==> src/rtl/gpio_line_irq_pkg.sv <==
package gpio_line_irq_pkg;
  localparam int unsigned MODE_W = 4;

  localparam logic [MODE_W-1:0] TRIG_RISE = 4'd0;
  localparam logic [MODE_W-1:0] TRIG_FALL = 4'd1;
  localparam logic [MODE_W-1:0] TRIG_HIGH = 4'd2;
  localparam logic [MODE_W-1:0] TRIG_LOW  = 4'd3;
  localparam logic [MODE_W-1:0] TRIG_BOTH = 4'd4;

  localparam logic [11:0] OFF_TRIG_BASE = 12'h200;
  localparam logic [11:0] OFF_MASK      = 12'h210;
  localparam logic [11:0] OFF_PEND      = 12'h214;
endpackage

==> src/rtl/gpio_line_sync.sv <==
module gpio_line_sync #(
  parameter int unsigned WIDTH = 32
) (
  input  logic             clk,
  input  logic             rst_ni,
  input  logic [WIDTH-1:0] async_in,
  output logic [WIDTH-1:0] cur_o,
  output logic [WIDTH-1:0] prev_o
);
  logic [WIDTH-1:0] meta_q, cur_q, prev_q;
  logic [WIDTH-1:0] meta_d, cur_d, prev_d;

  always_comb begin
    meta_d = async_in;
    cur_d  = meta_q;
    prev_d = cur_q;
  end

  always_ff @(posedge clk or negedge rst_ni) begin
    if (!rst_ni) begin
      meta_q <= '0;
      cur_q  <= '0;
      prev_q <= '0;
    end else begin
      meta_q <= meta_d;
      cur_q  <= cur_d;
      prev_q <= prev_d;
    end
  end

  assign cur_o  = cur_q;
  assign prev_o = prev_q;
endmodule

==> src/rtl/gpio_line_detect.sv <==
module gpio_line_detect
  import gpio_line_irq_pkg::*;
(
  input  logic              clk,
  input  logic              rst_ni,
  input  logic              cur_i,
  input  logic              prev_i,
  input  logic [MODE_W-1:0] mode_i,
  output logic              hit_o
);
  always_comb begin
    unique case (mode_i)
      TRIG_RISE: hit_o = cur_i & ~prev_i;
      TRIG_FALL: hit_o = ~cur_i & prev_i;
      TRIG_HIGH: hit_o = cur_i;
      TRIG_LOW:  hit_o = ~cur_i;
      TRIG_BOTH: hit_o = cur_i ^ prev_i;
      default:   hit_o = 1'b0;
    endcase
  end

  // Edge codes only fire when the synchronised line changed.
  assert_edge_needs_change_R3: assert property (@(posedge clk) disable iff (!rst_ni)
    (hit_o && (mode_i == TRIG_RISE || mode_i == TRIG_FALL || mode_i == TRIG_BOTH))
      |-> (cur_i != prev_i));

  assert_reserved_silent_R4: assert property (@(posedge clk) disable iff (!rst_ni)
    (mode_i > TRIG_BOTH) |-> !hit_o);
endmodule

==> src/rtl/gpio_line_regs.sv <==
module gpio_line_regs
  import gpio_line_irq_pkg::*;
#(
  parameter int unsigned LINES  = 32,
  parameter int unsigned ADDR_W = 12,
  parameter int unsigned DATA_W = 32
) (
  input  logic                    clk,
  input  logic                    rst_ni,
  input  logic [ADDR_W-1:0]       addr_i,
  input  logic [DATA_W-1:0]       wdata_i,
  input  logic                    we_i,
  output logic [DATA_W-1:0]       rdata_o,
  input  logic [LINES-1:0]        set_i,
  output logic [LINES*MODE_W-1:0] modes_o,
  output logic                    irq_o
);
  localparam int unsigned PER_WORD = DATA_W / MODE_W;
  localparam int unsigned NWORDS   = LINES / PER_WORD;

  logic [DATA_W-1:0] trig_q [NWORDS];
  logic [DATA_W-1:0] trig_d [NWORDS];
  logic [LINES-1:0]  mask_q, mask_d, pend_q, pend_d, clr_vec;

  // Next-state process
  always_comb begin
    for (int w = 0; w < NWORDS; w++) begin
      trig_d[w] = trig_q[w];
      if (we_i && addr_i == ADDR_W'(OFF_TRIG_BASE + 4*w)) trig_d[w] = wdata_i;
    end
    mask_d  = (we_i && addr_i == ADDR_W'(OFF_MASK)) ? wdata_i[LINES-1:0] : mask_q;
    clr_vec = (we_i && addr_i == ADDR_W'(OFF_PEND)) ? wdata_i[LINES-1:0] : '0;
    pend_d  = (pend_q & ~clr_vec) | set_i;
  end

  // Register process
  always_ff @(posedge clk or negedge rst_ni) begin
    if (!rst_ni) begin
      for (int w = 0; w < NWORDS; w++) trig_q[w] <= '0;
      mask_q <= '0;
      pend_q <= '0;
    end else begin
      for (int w = 0; w < NWORDS; w++) trig_q[w] <= trig_d[w];
      mask_q <= mask_d;
      pend_q <= pend_d;
    end
  end

  generate
    for (genvar g = 0; g < NWORDS; g++) begin : g_modes
      assign modes_o[g*DATA_W +: DATA_W] = trig_q[g];
    end
  endgenerate

  always_comb begin
    rdata_o = '0;
    for (int w = 0; w < NWORDS; w++)
      if (addr_i == ADDR_W'(OFF_TRIG_BASE + 4*w)) rdata_o = trig_q[w];
    if (addr_i == ADDR_W'(OFF_MASK)) rdata_o = DATA_W'(mask_q);
    if (addr_i == ADDR_W'(OFF_PEND)) rdata_o = DATA_W'(pend_q);
  end

  assign irq_o = |(pend_q & mask_q);

  // A detection in the previous cycle is never lost to a clear.
  assert_set_wins_R8: assert property (@(posedge clk) disable iff (!rst_ni)
    1'b1 |=> ((~pend_q & $past(set_i)) == '0));

  // Pending bits only rise from a detection.
  assert_pend_from_set_R3: assert property (@(posedge clk) disable iff (!rst_ni)
    1'b1 |=> ((pend_q & ~$past(pend_q) & ~$past(set_i)) == '0));

  // Pending bits only fall through a write-1-to-clear, never through a mask write.
  assert_only_w1c_clears_R6: assert property (@(posedge clk) disable iff (!rst_ni)
    1'b1 |=> ((~pend_q & $past(pend_q) & ~$past(clr_vec)) == '0));

  assert_mask_keeps_pend_R7: assert property (@(posedge clk) disable iff (!rst_ni)
    (we_i && addr_i == ADDR_W'(OFF_MASK)) |=> ((~pend_q & $past(pend_q)) == '0));
endmodule

==> src/rtl/gpio_line_irq.sv <==
module gpio_line_irq
  import gpio_line_irq_pkg::*;
#(
  parameter int unsigned LINES  = 32,
  parameter int unsigned ADDR_W = 12,
  parameter int unsigned DATA_W = 32
) (
  input  logic              clk,
  input  logic              rst_n,
  input  logic [ADDR_W-1:0] bus_addr,
  input  logic [DATA_W-1:0] bus_wdata,
  input  logic              bus_we,
  output logic [DATA_W-1:0] bus_rdata,
  input  logic [LINES-1:0]  line_in,
  output logic              irq_out
);
  logic rst_meta_q, rst_ni;
  logic [LINES-1:0] cur, prev, hit;
  logic [LINES*MODE_W-1:0] modes;

  // Reset asserts at once and is released on a clock edge.
  always_ff @(posedge clk or negedge rst_n) begin
    if (!rst_n) begin
      rst_meta_q <= 1'b0;
      rst_ni     <= 1'b0;
    end else begin
      rst_meta_q <= 1'b1;
      rst_ni     <= rst_meta_q;
    end
  end

  gpio_line_sync #(.WIDTH(LINES)) u_sync (
    .clk(clk), .rst_ni(rst_ni), .async_in(line_in), .cur_o(cur), .prev_o(prev)
  );

  generate
    for (genvar n = 0; n < LINES; n++) begin : g_line
      gpio_line_detect u_det (
        .clk(clk), .rst_ni(rst_ni), .cur_i(cur[n]), .prev_i(prev[n]),
        .mode_i(modes[n*MODE_W +: MODE_W]), .hit_o(hit[n])
      );
    end
  endgenerate

  gpio_line_regs #(.LINES(LINES), .ADDR_W(ADDR_W), .DATA_W(DATA_W)) u_regs (
    .clk(clk), .rst_ni(rst_ni), .addr_i(bus_addr), .wdata_i(bus_wdata),
    .we_i(bus_we), .rdata_o(bus_rdata), .set_i(hit), .modes_o(modes),
    .irq_o(irq_out)
  );
endmodule

==> config.mk <==
export PLATFORM = sky130hd
export DESIGN_NAME = gpio_line_irq
export DESIGN_NICKNAME = d
export VERILOG_FILES = /design/src/rtl/gpio_line_irq_pkg.sv /design/src/rtl/gpio_line_sync.sv /design/src/rtl/gpio_line_detect.sv /design/src/rtl/gpio_line_regs.sv /design/src/rtl/gpio_line_irq.sv
export SDC_FILE = /design/constraint.sdc
export NUM_CORES = 1
export LEC_CHECK = 0
export BUFFER_PORTS_ARGS = -buffer_cell sky130_fd_sc_hd__buf_2
export CAP_MARGIN = 20
export CELL_PAD_IN_SITES_DETAIL_PLACEMENT = 1
export CELL_PAD_IN_SITES_GLOBAL_PLACEMENT = 2
export CORE_ASPECT_RATIO = 0.6
export CORE_MARGIN = 3
export CORE_UTILIZATION = 35
export DETAILED_ROUTE_END_ITERATION = 10
export GPL_TIMING_DRIVEN = 0
export PLACE_DENSITY = 0.78
export SLEW_MARGIN = 20
export SYNTH_ARGS = -nofsm -noshare
export SYNTH_HDL_FRONTEND = slang
export SYNTH_SLANG_ARGS = --single-unit
==> constraint.sdc <==
create_clock -name clk -period 11.1 [get_ports clk]
set_input_delay 1.11 -clock clk [delete_from_list [all_inputs] [get_ports clk]]
set_output_delay 1.11 -clock clk [all_outputs]
set_load 0.1 [all_outputs]
==> results_dict.tcl, run 1 <==
set metrics [dict create \
    fin_skew_ns 0.01440 \
    end_kind "output pin" \
    die_h_um 161.1 \
    vdd_drop_max_uv 116.3 \
    relSlewSlack_pct 32.59 \
    outcome "completed" \
    synth_edf_count 0 \
    total_power_mw 2.362 \
    vias 10030 \
    grt_max_degree 55 \
    ys_top_cells_by_count "dfrtp_1 (290), mux2_2 (120), inv_1 (65)" \
    holdCritPathClass "in -> async" \
    drc_errors 0 \
    worstPathRequired_ns 9.99 \
    finalCritPeriodShare_pct 46.86 \
    antenna_found_initial 2 \
    hpwlAfterDp_mm 32.26 \
    cp_slowest_cell "nor4_4" \
    fp.dieW_um 264.4 \
    yosysMostFrequentCell "dfrtp_1" \
    syn_area_sq_mm 0.01402 \
    final_nets 1417 \
    gp_congestion 0.8472 \
    yosysTopAreaCell "dfrtp_1" \
    crit_type "in -> out" \
    worstPathCellList "buf_2, or4b_1, buf_2, nor4_4, buf_2, a41o_1, a2bb2oi_1, buf_2" \
    arrival_ns 4.09 \
    ys_ff_latch 290 \
    rows 56 \
    tightest_slew_ns 1.011 \
    layout-drive-gt1-share_pct 26.91 \
    yosys-top-cells-area "dfrtp_1 (52%), mux2_2 (9.6%), ha_1 (5.7%)" \
    synth_cell_types 41 \
    cpMostUsedCell "buf_2" \
    hold_viol 0 \
    top_usage_layer "met2" \
    p_per_area_mw_per_mm2 143.5 \
    htreeDepth 1 \
    synthToLayoutAreaGrowth_pct 17.39 \
    drt_iter0_markers 668 \
    port_buffers 109 \
    fin_util_pct 41.88 \
    crit_path_start_kind "input port" \
    use_met2_pct 30.81 \
    use_met3_pct 4.568 \
    fmax_ghz 0.1922 \
    drt-wirelength-per-cell_um 24.11 \
    setup_viol 0 \
    syn_avg_cell_area_sq_um 12.44 \
    clkLatencyLatePin_ns 0.58 \
    dr.pass1.iters 5 \
    cts_buffers 30 \
    vias_per_cell 5.513 \
    ys_seq_area_share_pct 51.75 \
    start_util_pct 35.68 \
    cts-root-buf "clkbuf_16" \
    yosys.area.top_type_share_pct 51.75 \
    ys.flop_type "dfrtp_1" \
    syn_inst 1127 \
    overflow 0 \
    grtUsageMet1_pct 30.37 \
    grt_pass1_wl_mm 66.52 \
    core_area_sq_mm 0.03931 \
    rsz0062_at_grt "no" \
    synthArstFlopShare_pct 100.0 \
    synth_nets 1270 \
    postCtsHoldBufs 0 \
    die-area_sq_mm 0.04258 \
    setup_tns_ns 0 \
    cts_tree "yes" \
    ant_nets 0 \
    cts.sinks 290 \
    cp_max_fo 10 \
    cts_buffer_depth 3 \
    slew_viol_final 0 \
    fin_crit_ns 5.202 \
    grt_use_total_pct 20.50 \
    post_cts_buffers 0 \
    wirelength_mm 43.88 \
    fill_cells 4171 \
    maxCapViolations 0 \
    clkTransAtPathRegs_ns 0.06 \
    post_cts_resized 0 \
    cpPeakStageDelay_ns 0.70 \
    yosysWarnings 0 \
    ios 112 \
    grt_pass1_vias 10510 \
    p_leak_nw 8.207 \
]
-- where the power goes --
group	total [mW]	switching (mW)	internal (mW)
clock network	1.11	0.444	0.671
registers	1.10	0.0198	1.08
logic	0.150	0.0954	0.0547
-- cells in the final DEF, fill, tap and decap left out, types with 3 or more instances in the layout --
cell,n
clkbuf_16,31
a211o_1,32
buf_2,130
xnor2_1,31
inv_1,65
dfrtp_1,289
clkinv_2,6
nor4_2,3
mux2_1,10
clkbuf_1,40
buf_16,5
nand4_1,5
a41o_1,32
nand2_1,64
mux2i_1,33
o221ai_1,32
clkbuf_8,7
ha_1,64
a2bb2oi_1,32
o2bb2ai_1,31
bufinv_16,5
buf_6,3
or4_1,3
mux2_4,30
mux2_2,120
a22oi_1,47
nor3_1,31
nor2b_1,34
a21oi_1,63
-- cell families after synthesis --
| family | Yosys count | synth area share, % |
|---|---|---|
| xor+xnor | 31 | 1.936 |
| buf+inv | 125 | 3.712 |
| simple gates | 151 | 5.710 |
| other cells | 1 | 0.02674 |
| mux | 193 | 16.01 |
| compound gates | 272 | 15.15 |
| fa+ha+maj | 64 | 5.710 |
| flops | 290 | 51.75 |
-- layer usage --
layer | wire length [um] | part of all wire [%] | vias up
met2 | 19120 | 44 | 222
met4 | 912 | 2.1 | 0
li1 | - | - | 4484
met5 | 0 | 0 | -
met3 | 2526 | 5.8 | 55
met1 | 21320 | 49 | 5273
-- critical path, delay by kind of cell --
family,cells,cell delay (ns)
and+or+nand+nor,2,1.24
AOI/OAI and AO/OA,2,0.48
buffers and inverters,4,1.23
-- registers in the layout (all words and copies together), names as in the netlist --
| register | flops |
|---|---|
| u_regs.mask_q | 32 |
| rst_ni | 1 |
| u_regs.pend_q | 32 |
| u_sync.cur_d | 32 |
| u_sync.prev_o | 32 |
| rst_meta_q | 1 |
| u_regs.modes_o | 128 |
| u_sync.cur_o | 32 |
-- worst paths after layout --
kind                       slack, ns           endpoint              from  cells after the start
setup / recovery                5.90      bus_rdata[17]       bus_addr[8]                      8
hold / removal                  0.32             rst_ni             rst_n                      1
setup reg to reg                9.29  u_regs.pend_q[14]  u_sync.cur_o[14]                      5
hold reg to reg                 0.35    u_sync.cur_o[9]   u_sync.cur_d[9]                      0
max in group asynchronous       9.42   u_sync.cur_d[28]            rst_ni                      3
min in group clk                0.35    u_sync.cur_o[9]   u_sync.cur_d[9]                      0
-- final cells by class --
cell class,count,area [sq um],area share [%]
Inverter,66,247.7,1.505
Clock inverter,12,187.7,1.140
Clock buffer,43,890.9,5.412
Multi-Input combinational cell,712,6259,38.02
Buffer,59,272.8,1.657
Tap cell,522,653.1,3.967
Timing Repair Buffer,115,688.2,4.180
Sequential cell,290,7261,44.11
Antenna cell,1,2.502,0.01520
-- stage by stage --
stage                     area [sq um]  std cells  hold slack (ns)  worst slack, ns
after detailed placement         15380       1764           0.3363            5.935
after CTS                        16460       1819           0.2892            5.936
after global placement           15220       1758           0.3330           -1.421
final                            16460       1820           0.3176            5.898
after global routing             16460       1820           0.2905            5.774
after floorplan                  14020       1127           0.3312            2.419
No activity file was read; power rests on OpenSTA's default activity.
==> run 2: changes to the inputs <==
--- a/config.mk
+++ b/config.mk
@@ -5,6 +5,7 @@
 export SDC_FILE = /design/constraint.sdc
 export NUM_CORES = 1
 export LEC_CHECK = 0
+export ABC_AREA = 1
 export BUFFER_PORTS_ARGS = -buffer_cell sky130_fd_sc_hd__buf_2
 export CAP_MARGIN = 20
 export CELL_PAD_IN_SITES_DETAIL_PLACEMENT = 1
@@ -14,7 +15,7 @@
 export CORE_UTILIZATION = 35
 export DETAILED_ROUTE_END_ITERATION = 10
 export GPL_TIMING_DRIVEN = 0
-export PLACE_DENSITY = 0.78
+export PLACE_DENSITY = 0.87
 export SLEW_MARGIN = 20
 export SYNTH_ARGS = -nofsm -noshare
 export SYNTH_HDL_FRONTEND = slang
==> constraint.sdc (replaced) <==
create_clock -name clk -period 5.22 [get_ports clk]
set_input_delay 0.522 -clock clk [delete_from_list [all_inputs] [get_ports clk]]
set_output_delay 0.522 -clock clk [all_outputs]
set_load 0.1 [all_outputs]
==> results_dict.tcl, run 2 <==
set metrics [dict create \
    arrival_ns 3.28 \
    ant_nets 0 \
    post_cts_buffers 0 \
    largest_reg_flops 128 \
    p_comb_share_pct 6.4 \
    final_cell_mix "nand2_1 (436), dfrtp_1 (289), o21ai_0 (242)" \
    clkPwrFrac_pct 45.6 \
    setup_viol 0 \
    pwr-share-seq_pct 48.0 \
    cts-root-buf "clkbuf_16" \
    grt_max_degree 55 \
    holdCritPathClass "in -> reg" \
    drt-wirelength-per-cell_um 21.54 \
    yosysMostFrequentCell "nand2_1" \
    worst_slack_ns 1.419 \
    ys_seq_area_share_pct 49.22 \
    cts_buffers 31 \
    synthArstFlopShare_pct 100.0 \
    antenna_found_initial 2 \
    htreeDepth 1 \
    outcome "completed" \
    intPower_mw 3.628 \
    ys.flop_type "dfrtp_1" \
    layout-drive-gt1-share_pct 9.433 \
    worstPathRequired_ns 4.70 \
    yosys.area.top_type_share_pct 49.22 \
    p_leak_nw 8.293 \
    fin_crit_ns 3.801 \
    fin_skew_ns 0.03367 \
    synth_nets 2000 \
    ys_ff_latch 290 \
    cts_buffer_depth 3 \
    final_common_cell "nand2_1" \
    start_util_pct 35.95 \
    place_inst 2530 \
    grt_pass1_wl_mm 85.10 \
    p_per_area_mw_per_mm2 280.5 \
    rows 57 \
    synth_simple_gate_area_share_pct 21.99 \
    core_area_sq_mm 0.04101 \
    cpMostUsedCell "nand2_1" \
    yosysTopAreaCell "dfrtp_1" \
    vias_per_cell 5.391 \
    vias 14060 \
    dr.pass1.iters 5 \
    ios 112 \
    hold_viol 0 \
    p_switching_mw 1.237 \
    synthToLayoutAreaGrowth_pct 17.62 \
    ys_top_cells_by_count "nand2_1 (436), dfrtp_1 (290), o21ai_0 (242)" \
    finalNonFillerCells 2608 \
    grt_use_total_pct 24.95 \
    end_kind "output pin" \
    yosys.area_share.adder_pct 5.432 \
    synth_top_family_by_area "simple AND/OR/NAND/NOR gates" \
    vdd_drop_max_uv 221.5 \
    fp.dieW_um 271.0 \
    die_h_um 165.0 \
    syn_avg_cell_area_sq_um 7.939 \
    yosysWarnings 0 \
    drt_iter0_markers 1204 \
    crit_path_start_kind "input port" \
    cts.sinks 290 \
    yosys.area_share.xor_xnor_pct 0 \
    tightest_slew_ns 0.9241 \
    grt_pass1_vias 14220 \
    syn_area_sq_mm 0.01474 \
    final_nets 2167 \
    wirelength_mm 56.17 \
    drc_errors 0 \
    worstPathCellList "buf_2, nor2_1, nand2_1, nor2_1, buf_2, clkbuf_1, nand3_1, nand3_1, nand2_1, nand2_1, nand2_1, nand2_1, buf_2" \
    synth-compound-area-share_pct 14.91 \
    post-place-ws_ns 1.514 \
    cp_slowest_cell "clkbuf_1" \
    synth_cell_types 31 \
    hpwlAfterDp_mm 42.45 \
    cpPeakStageDelay_ns 0.64 \
    clkLatencyLatePin_ns 0.62 \
    port_buffers 108 \
    yosys-top-cells-area "dfrtp_1 (49%), nand2_1 (11%), o21ai_0 (8.2%)" \
    swShare_pct 25.42 \
    crit_type "in -> out" \
    synth_edf_count 0 \
    rsz0062_at_grt "no" \
    clkTransAtPathRegs_ns 0.06 \
    syn_inst 1857 \
    fmax_ghz 0.2631 \
    post_cts_resized 0 \
    postCtsHoldBufs 21 \
    finalCritPeriodShare_pct 72.82 \
    slew_viol_final 0 \
    cts_tree "yes" \
    relSlewSlack_pct 38.39 \
    maxCapViolations 0 \
    die-area_sq_mm 0.04470 \
    cp_max_fo 10 \
    muxShareOfSynthArea_pct 0 \
    overflow 0 \
    gp_congestion 0.9254 \
]
==> run 2: cell count changes after synthesis, moves of 33 or more <==
cell and delta:
o21ai_0 +241, nor2_1 +175, mux2i_1 -33, a22oi_1 -47, nand2_1 +372, o21ai_1 +52
nand4_1 +36, inv_1 +160, nor2b_1 -34, nand3_1 +99, mux2_2 -120
==> run 2: layout make-up <==
cell class / count / area [sq um]
fillers: 4999 / 23670
flip-flops and latches: 290 / 7261
multi-input cells: 1243 / 6245
clock buffers: 48 / 949.7
repair buffers: 134 / 888.4
inverters: 230 / 863.3
well taps: 560 / 700.7
plain buffers: 94 / 377.9
clock inverters: 7 / 50.05
diodes: 2 / 5.005
==> run 2: logic make-up (layout without fill, tap and decap cells) <==
family | count (synthesis) | in the layout
AOI/OAI and AO/OA | 401 | 401
adders and majority gates | 64 | 64
buffers and inverters | 324 | 513
DFF | 290 | 290
other | 1 | 3
and+or+nand+nor | 777 | 777
==> run 2: per-stage QoR <==
step | util (%) | total power [mW] | hold slack, ns | setup TNS [ns] | cell area [sq um]
2_1_floorplan | - | 2.519 | 0.2264 | 0 | 14740
3_3_place_gp | 38.98 | 2.644 | 0.3069 | -464.43 | 15990
5_1_grt | 42.27 | 5.039 | 0.007912 | 0 | 17340
3_5_place_dp | 39.32 | 2.676 | 0.3103 | 0 | 16130
4_1_cts | 42.27 | 4.904 | 0.0004750 | 0 | 17340
6_report | 42.29 | 4.865 | 0.01755 | 0 | 17340
==> run 2: layer usage <==
metal / wire length, um / part of all wire, % / track usage (%)
met1: 26900 / 48 / 36.70
met2: 23690 / 42 / 37.38
met3: 4689 / 8.3 / 6.244
met4: 874 / 1.6 / 4.456
met5: 19 / 0.034 / 0.1096
==> run 2: path summary, 6_finish.rpt <==
check	from	to	slack, ns	cells past startpoint
max reg2reg	rst_ni	u_regs.modes_o[127]	3.54	3
min	line_in[4]	u_sync.cur_d[4]	0.02	1
max	bus_addr[7]	bus_rdata[16]	1.42	13
min reg2reg	u_sync.cur_d[18]	u_sync.cur_o[18]	0.35	0
min in group asynchronous	rst_n	rst_ni	0.24	2
max in group asynchronous	rst_ni	u_regs.modes_o[127]	3.54	3
==> run 2: power groups by stage <==
stage	Combinational, mW	Sequential, mW	Clock, mW
3_3_place_gp	0.234	2.41	0
6_report	0.314	2.33	2.22
2_1_floorplan	0.132	2.39	0
4_1_cts	0.315	2.33	2.26
5_1_grt	0.349	2.34	2.35
3_5_place_dp	0.301	2.37	0
==> run 2: critical path, delay by kind of cell <==
| family | cells | cell delay, ns |
|---|---|---|
| simple gates | 9 | 1.25 |
| buf+inv | 4 | 1.51 |
